--- config.mk ---
export PLATFORM = sky130hd
export DESIGN_NAME = hostcmd_port
export DESIGN_NICKNAME = d
export VERILOG_FILES = /design/src/rtl/hcp_pkg.sv /design/src/rtl/hcp_sync.sv /design/src/rtl/hcp_serial_rx.sv /design/src/rtl/hcp_par_rx.sv /design/src/rtl/hostcmd_port.sv
export SDC_FILE = /design/constraint.sdc
export NUM_CORES = 1
export LEC_CHECK = 0
export ABC_AREA = 1
export BUFFER_PORTS_ARGS = -buffer_cell sky130_fd_sc_hd__buf_2
export CAP_MARGIN = 20
export CORE_MARGIN = 1.5
export CORE_UTILIZATION = 57
export DETAILED_ROUTE_END_ITERATION = 10
export PLACE_DENSITY = 0.78
export SYNTH_ARGS = -nofsm -noshare
export SYNTH_HDL_FRONTEND = slang
export SYNTH_SLANG_ARGS = --single-unit
--- constraint.sdc ---
create_clock -name clk -period 1.8 [get_ports clk]
set_clock_uncertainty 0.1 [all_clocks]
set_input_delay 0.27 -clock clk [delete_from_list [all_inputs] [get_ports clk]]
set_output_delay 0.27 -clock clk [all_outputs]
set_load 0.005 [all_outputs]
--- src/rtl/hcp_pkg.sv ---
package hcp_pkg;

    typedef enum logic {
        KIND_CMD  = 1'b0,
        KIND_DATA = 1'b1
    } byte_kind_e;

    typedef enum logic {
        SAMPLE_RISE = 1'b0,
        SAMPLE_FALL = 1'b1
    } sample_edge_e;

    typedef struct packed {
        logic [7:0] data;
        byte_kind_e kind;
    } byte_evt_t;

    // picks the active serial clock edge for the chosen polarity
    function automatic logic edge_hit(sample_edge_e sel, logic rise, logic fall);
        return (sel == SAMPLE_FALL) ? fall : rise;
    endfunction

    // polarity chosen from the idle clock level at select assertion
    function automatic sample_edge_e pick_edge(logic sclk_level);
        return sclk_level ? SAMPLE_FALL : SAMPLE_RISE;
    endfunction

endpackage

--- src/rtl/hcp_sync.sv ---
module hcp_sync #(
    parameter int              W       = 8,
    parameter int              STAGES  = 2,
    parameter logic [W-1:0]    RST_VAL = '0
) (
    input  logic         clk,
    input  logic         rst,
    input  logic [W-1:0] d,
    output logic [W-1:0] q
);
    logic [W-1:0] stg [STAGES];

    always_ff @(posedge clk) begin
        if (rst) begin
            for (int i = 0; i < STAGES; i++) stg[i] <= RST_VAL;
        end else begin
            stg[0] <= d;
            for (int i = 1; i < STAGES; i++) stg[i] <= stg[i-1];
        end
    end

    assign q = stg[STAGES-1];
endmodule

--- src/rtl/hcp_serial_rx.sv ---
module hcp_serial_rx
    import hcp_pkg::*;
#(
    parameter int DATA_W = 8,
    localparam int CNT_W = $clog2(DATA_W)
) (
    input  logic             clk,
    input  logic             rst,
    input  logic             en,
    input  logic             cs_low,
    input  logic             cs_fall,
    input  logic             cs_rise,
    input  logic             sclk,
    input  logic             sclk_rise,
    input  logic             sclk_fall,
    input  logic             sdi,
    output logic             vld,
    output logic [DATA_W-1:0] data,
    output logic             active_o,
    output sample_edge_e     pol_o
);
    logic               active;
    sample_edge_e       pol;
    logic [CNT_W-1:0]   cnt;
    logic [DATA_W-2:0]  shreg;
    logic               hit;

    assign hit = active && edge_hit(pol, sclk_rise, sclk_fall);

    always_ff @(posedge clk) begin
        if (rst) begin
            active <= 1'b0;
            pol    <= SAMPLE_RISE;
            cnt    <= '0;
            shreg  <= '0;
            vld    <= 1'b0;
            data   <= '0;
        end else begin
            vld <= 1'b0;
            if (!en || cs_rise || !cs_low) begin
                active <= 1'b0;
                cnt    <= '0;
            end else if (cs_fall) begin
                active <= 1'b1;
                pol    <= pick_edge(sclk);
                cnt    <= '0;
            end else if (hit) begin
                shreg <= {shreg[DATA_W-3:0], sdi};
                if (cnt == CNT_W'(DATA_W - 1)) begin
                    cnt  <= '0;
                    vld  <= 1'b1;
                    data <= {shreg, sdi};
                end else begin
                    cnt <= cnt + 1'b1;
                end
            end
        end
    end

    assign active_o = active;
    assign pol_o    = pol;
endmodule

--- src/rtl/hcp_par_rx.sv ---
module hcp_par_rx
    import hcp_pkg::*;
#(
    parameter int DATA_W = 8
) (
    input  logic              clk,
    input  logic              rst,
    input  logic              en,
    input  logic              cs_low,
    input  logic              wr_rise,
    input  logic              dw_rise,
    input  logic              rd_fall,
    input  logic [DATA_W-1:0] bus,
    output logic              vld,
    output logic [DATA_W-1:0] data,
    output byte_kind_e        kind,
    output logic              rd_pulse
);
    logic take_wr, take_dw;

    assign take_wr = en && cs_low && wr_rise;
    assign take_dw = en && cs_low && dw_rise;

    always_ff @(posedge clk) begin
        if (rst) begin
            vld      <= 1'b0;
            data     <= '0;
            kind     <= KIND_CMD;
            rd_pulse <= 1'b0;
        end else begin
            vld      <= take_wr || take_dw;
            rd_pulse <= cs_low && rd_fall;
            if (take_wr) begin
                data <= bus;
                kind <= KIND_CMD;
            end else if (take_dw) begin
                data <= bus;
                kind <= KIND_DATA;
            end
        end
    end
endmodule

--- src/rtl/hostcmd_port.sv ---
module hostcmd_port
    import hcp_pkg::*;
#(
    parameter int DATA_W      = 8,
    parameter int SYNC_STAGES = 2
) (
    input  logic              clk,
    input  logic              rst,
    input  logic              mode_serial_i,
    input  logic              cs_n_i,
    input  logic              wr_n_i,
    input  logic              dw_n_i,
    input  logic              rd_n_i,
    input  logic [DATA_W-1:0] bus_i,
    output logic [DATA_W-1:0] byte_o,
    output logic              byte_kind_o,
    output logic              byte_vld_o,
    output logic              rd_pulse_o
);
    localparam int SDI_IDX  = DATA_W - 1;
    localparam int SCLK_IDX = DATA_W - 2;
    localparam int CTL_W    = 5;
    localparam int SYNC_W   = DATA_W + CTL_W;
    localparam logic [SYNC_W-1:0] SYNC_RST = {1'b0, 4'b1111, {DATA_W{1'b0}}};

    logic [SYNC_W-1:0] raw_in, sync_out;
    logic              mode_s, rd_s, dw_s, wr_s, cs_s;
    logic [DATA_W-1:0] bus_s;

    assign raw_in = {mode_serial_i, rd_n_i, dw_n_i, wr_n_i, cs_n_i, bus_i};

    hcp_sync #(.W(SYNC_W), .STAGES(SYNC_STAGES), .RST_VAL(SYNC_RST)) u_sync (
        .clk(clk), .rst(rst), .d(raw_in), .q(sync_out)
    );

    assign {mode_s, rd_s, dw_s, wr_s, cs_s, bus_s} = sync_out;

    // previous levels for edge detection: {rd, dw, wr, cs, sclk}
    logic [4:0] prev_q;
    always_ff @(posedge clk) begin
        if (rst) prev_q <= 5'b11110;
        else     prev_q <= {rd_s, dw_s, wr_s, cs_s, bus_s[SCLK_IDX]};
    end

    logic cs_low, cs_fall, cs_rise, wr_rise, dw_rise, rd_fall, sclk_rise, sclk_fall;
    assign cs_low    = !cs_s;
    assign cs_fall   = !cs_s &&  prev_q[1];
    assign cs_rise   =  cs_s && !prev_q[1];
    assign wr_rise   =  wr_s && !prev_q[2];
    assign dw_rise   =  dw_s && !prev_q[3];
    assign rd_fall   = !rd_s &&  prev_q[4];
    assign sclk_rise =  bus_s[SCLK_IDX] && !prev_q[0];
    assign sclk_fall = !bus_s[SCLK_IDX] &&  prev_q[0];

    logic              ser_vld, ser_active;
    logic [DATA_W-1:0] ser_data;
    sample_edge_e      ser_pol;

    hcp_serial_rx #(.DATA_W(DATA_W)) u_ser (
        .clk(clk), .rst(rst), .en(mode_s),
        .cs_low(cs_low), .cs_fall(cs_fall), .cs_rise(cs_rise),
        .sclk(bus_s[SCLK_IDX]), .sclk_rise(sclk_rise), .sclk_fall(sclk_fall),
        .sdi(bus_s[SDI_IDX]),
        .vld(ser_vld), .data(ser_data), .active_o(ser_active), .pol_o(ser_pol)
    );

    logic              par_vld, rd_pulse;
    logic [DATA_W-1:0] par_data;
    byte_kind_e        par_kind;

    hcp_par_rx #(.DATA_W(DATA_W)) u_par (
        .clk(clk), .rst(rst), .en(!mode_s), .cs_low(cs_low),
        .wr_rise(wr_rise), .dw_rise(dw_rise), .rd_fall(rd_fall),
        .bus(bus_s), .vld(par_vld), .data(par_data), .kind(par_kind),
        .rd_pulse(rd_pulse)
    );

    logic [DATA_W-1:0] byte_q;
    byte_kind_e        kind_q;
    logic              vld_q;

    always_ff @(posedge clk) begin
        if (rst) begin
            byte_q <= '0;
            kind_q <= KIND_CMD;
            vld_q  <= 1'b0;
        end else begin
            vld_q <= ser_vld || par_vld;
            if (ser_vld) begin
                byte_q <= ser_data;
                kind_q <= KIND_CMD;
            end else if (par_vld) begin
                byte_q <= par_data;
                kind_q <= par_kind;
            end
        end
    end

    assign byte_o      = byte_q;
    assign byte_kind_o = kind_q;
    assign byte_vld_o  = vld_q;
    assign rd_pulse_o  = rd_pulse;
endmodule

==> run metrics, run 1 <==
# fillers=334; worst min-delay path class=primary input to flop; net switching power=623 µW; asr flop ratio synth=0%; io pins=26; worst min-delay path startpoint=rd_n_i; die span in y=69.3 µm; sequential power share=54.0%; CTS clk-pin slew, worst paths=0.07 ns; grt met3 use=5.96%; Worst EP arrival=1.69 ns; RSZ-0062 raised after global routing=false; hold_buf cts=3; Period minus WS final=1.51 ns; P_int=2450 µW; R2R cell count=6; Clk pwr share=43.2%; sequential share of the synthesized area=58.3%; largest net degree at the start of global routing=32; CTS H-tree lvls=3; peak supply drop=0.809 mV; register area=1460 µm²; layout cells sized above 1=18.5%; final wirelength=4.34 mm; die width=69.3 µm; top_reg_cell synth=dfxtp_1; Worst-Margin Slew=0.381 ns; Cells after Synth=303; delay-heaviest family, CP=simple AND/OR/NAND/NOR gates; CTS Buf Count=9; Crit Path Category=flop to flop; # DRC=0; Post-DP HPWL=2.88 mm; relative slew slack=74.6%; FMAX=663 MHz; Hold EP=u_sync.stg[0][11]; postcts setup bufs=0; yosys warns=0; number of antenna repair diodes=0; Finished Core Util=70.6%; max-slew violations=0; Synth cell types=20; gr ovfl total=0; vias in the first global route=1696; antenna-violating nets left=0; clk sinks=73; CP max-delay cell=dfxtp_1; GR met2 Demand/Resource=30.8%; mean routed wirelength per cell=11.1 µm; Post-synth EDFFs=0; GRT Util Overall=19.9%; Port Buf Inserts=25; Worst Path Max Fanout=13; Std-Cell Core Area=4120 µm²; GR Util met1=24.5%; R2R Path Start=u_ser.cnt[0]; RD Place Congestion=0.765; Initial Utilization=60.9%; r2r endpoint=u_ser.data[1]; hold path cells=2; first-pass GRT wire length=7.45 mm; Clk Latency, worst-skew pair=0.34 ns; Setup crit start kind=flop; R2R setup slack=0.29 ns; CP max stage delay=0.37 ns; area of the multi-input gates=838 µm²; syn avg cell area=8.27 µm²; Post-Syn Nets=320; most common cell after layout, fill and taps aside=dfxtp_1; DR pass1 iterations=4; Area Overhead vs Synth=16.0%; Tcrit/Tclk final=83.8%; Setup TNS=0 ns; global routing's busiest layer=met2; MaxCap Viol Count=0; Inst Count DP=372; synthesized flop and latch total=73; Longest Clk Path Bufs=2; leakage=0.00137 µW; status=completed; Vias=1858; critical path capture point type=flop; initial antenna violation count=0; TritonCTS clock tree=built; CP Buf/Inv Count=0; Vias per Instance=4.75; Finished Layout Cells=391; Comb pwr share=2.8%; worst path required time=1.98 ns; clk root buf=clkbuf_8; Initial DRC Count=122; Switching Share=20.3%; CTS resizes=0; Rows=23; endpoints failing hold=0; die area=4800 µm²; Final Net Count=353; mapped cell area=2500 µm²; crit path cell chain=ha_1 -> ha_1 -> nand4_4 -> nor2_1 -> nand2_1 -> nand2_1; Power per Cell Area=1060 nW/µm²; Final setup viols=0; most frequent cells in the layout=dfxtp_1, nor2_1, nand2_1, inv_1, a21oi_1
==> worst max path at each step <==
stage                    end  cells past startpoint          from  slack (ns)
4_1_cts        u_ser.data[1]                      6  u_ser.cnt[0]        0.30
2_1_floorplan  u_ser.data[6]                      7  u_ser.cnt[0]        0.51
3_5_place_dp   u_ser.data[1]                      6  u_ser.cnt[0]        0.32
3_3_place_gp   u_ser.data[3]                      6  u_ser.cnt[0]        0.42
6_report       u_ser.data[1]                      6  u_ser.cnt[0]        0.29
5_1_grt        u_ser.data[1]                      6  u_ser.cnt[0]        0.24
==> cells by family after synthesis <==
family / Yosys count / synth area share [%]
adder cells (fa/ha/maj): 2 / 0.999
AO/OA/AOI/OAI: 46 / 9.29
flip-flops: 73 / 58.3
buffers and inverters: 49 / 8.19
AND/OR/NAND/NOR: 133 / 23.2
==> power by group through the flow <==
stage / sequential [µW] / combinational [µW] / clock [µW]
floorplan: 1690 / 55.0 / 0
global placement: 1700 / 78.0 / 0
detailed placement: 1700 / 81.6 / 0
CTS: 1660 / 87.2 / 1360
global route: 1660 / 99.4 / 1440
finish: 1660 / 86.0 / 1330
==> metrics by stage <==
| step | instance area [µm²] | setup WS [ns] | hold slack, ns | power [µW] |
|---|---|---|---|---|
| 2_1_floorplan | 2500 | 0.508 | 0.274 | 1750 |
| 3_3_place_gp | 2670 | 0.423 | 0.289 | 1770 |
| 3_5_place_dp | 2670 | 0.317 | 0.294 | 1780 |
| 4_1_cts | 2910 | 0.305 | 0.00751 | 3110 |
| 5_1_grt | 2910 | 0.241 | 0.0147 | 3200 |
| 6_report | 2910 | 0.292 | 0.0202 | 3080 |
==> Yosys cell counts (2+ instances only) <==
cell       n  area [µm²]
a21oi_1   29         145
clkbuf_1   6        22.5
inv_1     35         131
nor2_4     2        22.5
nor3_1     3        15.0
or2_2      9        56.3
ha_1       2        25.0
buf_2      3        15.0
nor2_1    56         210
nand3_1    5        25.0
o21ai_0   16        80.1
dfxtp_1   73        1460
nand2_1   55         206
inv_2      3        11.3
==> registers in the layout (all words and copies together), names as in the netlist <==
signal          flops
u_ser.pol_o         1
byte_o              8
byte_vld_o          1
u_par.data          8
prev_q              5
u_sync.stg         26
byte_kind_o         1
u_par.rd_pulse      1
u_ser.cnt           3
u_ser.vld           1
u_par.kind          1
u_par.vld           1
u_ser.active_o      1
u_ser.data          8
u_ser.shreg         7
==> per-layer routing <==
metal  part of all wire [%]  wire [µm]  up-vias
met4                    2.1         91        0
met2                     46       1990       28
met1                     49       2110      829
met5                      0          0        -
li1                       -          -      993
met3                    3.5        150        8
==> worst reg2reg max path: cells and delay by family, from the launching register on <==
kind          cells  cell delay [ns]
simple gates      4             0.56
flops             1             0.37
fa+ha+maj         2             0.43
==> layout make-up <==
| type | instances | area share [%] |
|---|---|---|
| sequential | 73 | 50.3 |
| multi-input combinational | 181 | 28.8 |
| timing repair buffer | 33 | 6.63 |
| inverter | 38 | 4.91 |
| clock buffer | 9 | 4.26 |
| clock inverter | 7 | 2.93 |
| tap | 50 | 2.15 |
Power figures use the tool's default switching activity.
==> run 2, diff against run 1 <==
==> constraint.sdc (replaced) <==
create_clock -name clk -period 1.4 [get_ports clk]
set_clock_uncertainty 0.1 [all_clocks]
set_input_delay 0.21 -clock clk [delete_from_list [all_inputs] [get_ports clk]]
set_output_delay 0.21 -clock clk [all_outputs]
set_load 0.005 [all_outputs]
==> run metrics, run 2 (synthesized netlist as in run 1, its figures left out) <==
Vias=1938; Tcrit/Tclk final=90.3%; clk root buf=clkbuf_8; TritonCTS clock tree=built; io pins=26; Crit Path Category=flop to flop; # DRC=0; largest net degree at the start of global routing=18; gr ovfl total=0; die span in y=69.3 µm; Setup TNS=0 ns; Top reg by flops=u_sync.stg; worst path required time=1.58 ns; Std-Cell Core Area=4120 µm²; initial antenna violation count=0; worst min-delay path startpoint=rst; layout cells sized above 1=20.7%; grt met3 use=7.70%; MaxCap Viol Count=0; R2R Path Start=u_ser.vld; FMAX=791 MHz; Period minus WS final=1.26 ns; Worst-Margin Slew=0.389 ns; Final Net Count=367; R2R setup slack=0.14 ns; Worst EP arrival=1.44 ns; status=completed; CTS H-tree lvls=3; clk sinks=73; CTS clk-pin slew, worst paths=0.07 ns; CTS Buf Count=9; global routing's busiest layer=met2; R2R cell count=5; flip-flop count of the largest register after layout=26; Post-DP HPWL=2.80 mm; antenna-violating nets left=0; Inst Count DP=374; die width=69.3 µm; relative slew slack=74.0%; die area=4800 µm²; Clk Latency, worst-skew pair=0.34 ns; Initial DRC Count=62; Initial Utilization=60.9%; vias in the first global route=1881; Finished Layout Cells=402; final wirelength=4.47 mm; first-pass GRT wire length=8.00 mm; endpoints failing hold=0; max-slew violations=0; Final setup viols=0; r2r endpoint=byte_o[1]; Worst Path Max Fanout=10; Vias per Instance=4.82; Area Overhead vs Synth=21.7%; GR Util met1=23.5%; critical path capture point type=flop; DR pass1 iterations=5; GRT Util Overall=21.2%; RSZ-0062 raised after global routing=false; Port Buf Inserts=25; most common cell after layout, fill and taps aside=dfxtp_1; leakage=0.00141 µW; most frequent cells in the layout=dfxtp_1, nor2_1, nand2_1, inv_1, a21oi_1; RD Place Congestion=0.781; Setup crit start kind=flop; GR met2 Demand/Resource=36.3%; Min Hold Slack=0.114 ns; Power per Cell Area=1180 nW/µm²; Longest Clk Path Bufs=2; peak supply drop=1.05 mV; number of antenna repair diodes=0; hold path cells=2; worst min-delay path class=primary input to flop; # fillers=321; mean routed wirelength per cell=11.1 µm; Hold EP=u_par.vld; Rows=23
## run 2: cell count changes in the layout (fill, tap and decap cells not counted), sizes merged
| cell | delta |
|---|---|
| clkbuf | +3 |
| nand4 | +1 |
| bufinv | -2 |
| buf | +3 |
| dlygate4sd3 | +10 |
| clkinv | -4 |
## run 2: worst max-delay path by stage
stage | start | endpoint | depth (start not counted)
2_1_floorplan | u_ser.cnt[0] | u_ser.data[6] | 7
4_1_cts | u_ser.cnt[0] | u_ser.data[3] | 6
6_report | u_ser.vld | byte_o[1] | 5
3_3_place_gp | u_ser.cnt[0] | u_ser.data[1] | 6
5_1_grt | u_ser.pol_o | u_ser.data[2] | 7
3_5_place_dp | u_ser.cnt[0] | u_ser.data[3] | 6
## run 2: timing repair
action,in CTS,in global routing
resized for setup,3,15
gates cloned,1,0
hold buffers,13,0
setup buffers,0,1
setup endpoints to repair,5,15
endpoints found under the hold margin,13,0
pin swaps,1,3
## run 2: report_power, final
group          total [µW]  switching [µW]  leakage, µW  internal [µW]
Combinational         143            70.4     0.000734           72.8
Sequential           2140            16.1     0.000595           2120
Clock                1310             654    0.0000782            660
## run 2: worst max-delay path, stage by stage (launching register included)
cell and delay [ns]:
dfxtp_1 0.50, buf_4 0.23, nand2_1 0.06, a21oi_1 0.17, a21oi_1 0.06, nor2_1 0.09
## run 2: final cells by class
cell class / count / area, µm² / share of cell area, %
clock inverters: 1 / 5.00 / 0.164
clock buffers: 12 / 145 / 4.76
repair buffers: 46 / 315 / 10.3
flip-flops and latches: 73 / 1470 / 48.1
inverters: 38 / 148 / 4.84
well taps: 50 / 62.6 / 2.05
multi-input cells: 182 / 906 / 29.7
## run 2: metrics by stage
stage / cell area, µm² / power (µW) / setup slack, ns / utilization (%)
2_1_floorplan: 2500 / 2250 / 0.108 / -
3_3_place_gp: 2680 / 2280 / 0.0162 / 65.2
3_5_place_dp: 2680 / 2290 / -0.0823 / 65.2
4_1_cts: 2980 / 3610 / 0.0341 / 72.5
5_1_grt: 3050 / 3730 / 0.00319 / 74.1
6_report: 3050 / 3590 / 0.136 / 74.1
## run 2: metal layers
metal	vias up	routed length, µm
met2	32	2230
met3	9	191
met5	-	0
li1	1022	-
met4	0	79
met1	875	1970
==> run 3, diff against run 2 <==
--- a/config.mk
+++ b/config.mk
@@ -12,6 +12,7 @@
 export CORE_UTILIZATION = 57
 export DETAILED_ROUTE_END_ITERATION = 10
 export PLACE_DENSITY = 0.78
+export REMOVE_ABC_BUFFERS = 1
 export SYNTH_ARGS = -nofsm -noshare
 export SYNTH_HDL_FRONTEND = slang
 export SYNTH_SLANG_ARGS = --single-unit
==> run metrics, run 3 (synthesized netlist as in run 1, its figures left out) <==
status=completed; R2R setup slack=0.06 ns; layout cells sized above 1=22.1%; CTS clk-pin slew, worst paths=0.07 ns; Final Net Count=369; CTS Buf Count=9; most common cell after layout, fill and taps aside=dfxtp_1; sequential power share=53.6%; Switching Share=20.7%; Setup crit start kind=flop; initial antenna violation count=0; relative slew slack=74.6%; Area Overhead vs Synth=24.7%; Worst-Margin Slew=0.380 ns; Period minus WS final=1.34 ns; first-pass GRT wire length=7.59 mm; Top reg by flops=u_sync.stg; clk root buf=clkbuf_8; P_int=3160 µW; Final setup viols=0; Vias per Instance=4.83; area of the multi-input gates=902 µm²; MaxCap Viol Count=0; CTS H-tree lvls=3; Crit Path Category=flop to flop; Std-Cell Core Area=4120 µm²; DR pass1 iterations=4; Vias=1967; CP Launch Point=u_sync.stg[0][21]; mean routed wirelength per cell=11.3 µm; hold path cells=2; die area=4800 µm²; GRT Util Overall=20.2%; worst min-delay path class=primary input to flop; leakage=0.00146 µW; Critical Path Sink=u_ser.shreg[0]; critical path capture point type=flop; CP max-delay cell=dfxtp_2; final wirelength=4.60 mm; Power per Cell Area=1270 nW/µm²; r2r endpoint=u_ser.shreg[0]; vias in the first global route=1762; Rows=23; flip-flop count of the largest register after layout=26; number of antenna repair diodes=0; peak supply drop=1.28 mV; Worst Path Max Fanout=8; most frequent cells in the layout=dfxtp_1, nor2_1, nand2_1, inv_1, a21oi_1; Finished Layout Cells=407; # DRC=0; # fillers=292; clk sinks=73; Comb pwr share=3.6%; register area=1460 µm²; R2R Path Start=u_sync.stg[0][21]; Longest Clk Path Bufs=2; Inst Count DP=373; io pins=26; crit path cell chain=inv_2 -> nand2_4 -> nor2_4 -> nand3_4 -> buf_4 -> nand2_1 -> a21oi_1; endpoints failing hold=0; Worst EP arrival=1.47 ns; Port Buf Inserts=25; net switching power=825 µW; Tcrit/Tclk final=96.0%; Initial DRC Count=93; TritonCTS clock tree=built; Initial Utilization=60.9%; Clk Latency, worst-skew pair=0.34 ns; Finished Core Util=75.9%; largest net degree at the start of global routing=23; RD Place Congestion=0.823; Post-DP HPWL=2.78 mm; Clk pwr share=42.8%; worst path required time=1.53 ns; die width=69.3 µm; R2R cell count=7; FMAX=744 MHz; Setup TNS=0 ns; max-slew violations=0; antenna-violating nets left=0; Min Hold Slack=0.151 ns; gr ovfl total=0; die span in y=69.3 µm; CP max stage delay=0.33 ns
run 3: how the worst min path moves through the flow:
stage | from | endpoint | slack, ns
floorplan | rst | byte_o[0] | 0.18
global placement | u_sync.stg[0][12] | u_sync.stg[0][25] | 0.29
detailed placement | u_sync.stg[0][8] | u_sync.stg[0][21] | 0.29
CTS | rst | u_sync.stg[0][3] | 0.14
global route | rst | u_sync.stg[0][25] | 0.17
finish | rst | u_sync.stg[0][3] | 0.15
run 3: cell type report:
class	count	share of cell area [%]
repair buffers	48	10.7
inverters	38	4.65
clock buffers	12	5.29
multi-input cells	182	28.9
flip-flops and latches	73	46.9
well taps	50	2.00
clock inverters	4	1.60
run 3: layer usage:
layer	up-vias	GRT usage [%]	wire, µm
li1	1031	-	-
met1	883	23.2	2000
met2	43	34.4	2330
met3	10	6.10	190
met4	0	9.15	76
met5	-	0	0
run 3: critical path, delay by kind of cell (launching register included):
family / cells / cell delay, ns
and+or+nand+nor: 4 / 0.50
DFF: 1 / 0.33
buffers and inverters: 2 / 0.26
AOI/OAI and AO/OA: 1 / 0.06
run 3: timing repair:
item / in CTS / in global routing
gates resized for setup: 3 / 13
endpoints found under the setup margin: 3 / 12
pin swaps: 1 / 4
hold buffers: 13 / 0
cloned: 1 / 0
hold endpoints to repair: 13 / 0
setup buffers: 0 / 4
run 3: power by group through the flow:
stage	clock (µW)	sequential (µW)	combinational (µW)
detailed placement	0	2180	107
global placement	0	2180	103
global route	1820	2140	163
CTS	1730	2130	136
finish	1700	2130	144
floorplan	0	2180	50.5
run 3: through the flow:
step | instance area (µm²) | power [µW] | worst slack (ns)
floorplan | 2440 | 2230 | 0.101
global placement | 2680 | 2280 | 0.0355
detailed placement | 2680 | 2290 | -0.0478
CTS | 3040 | 4000 | 0.0512
global route | 3120 | 4120 | -0.0166
finish | 3120 | 3980 | 0.0558
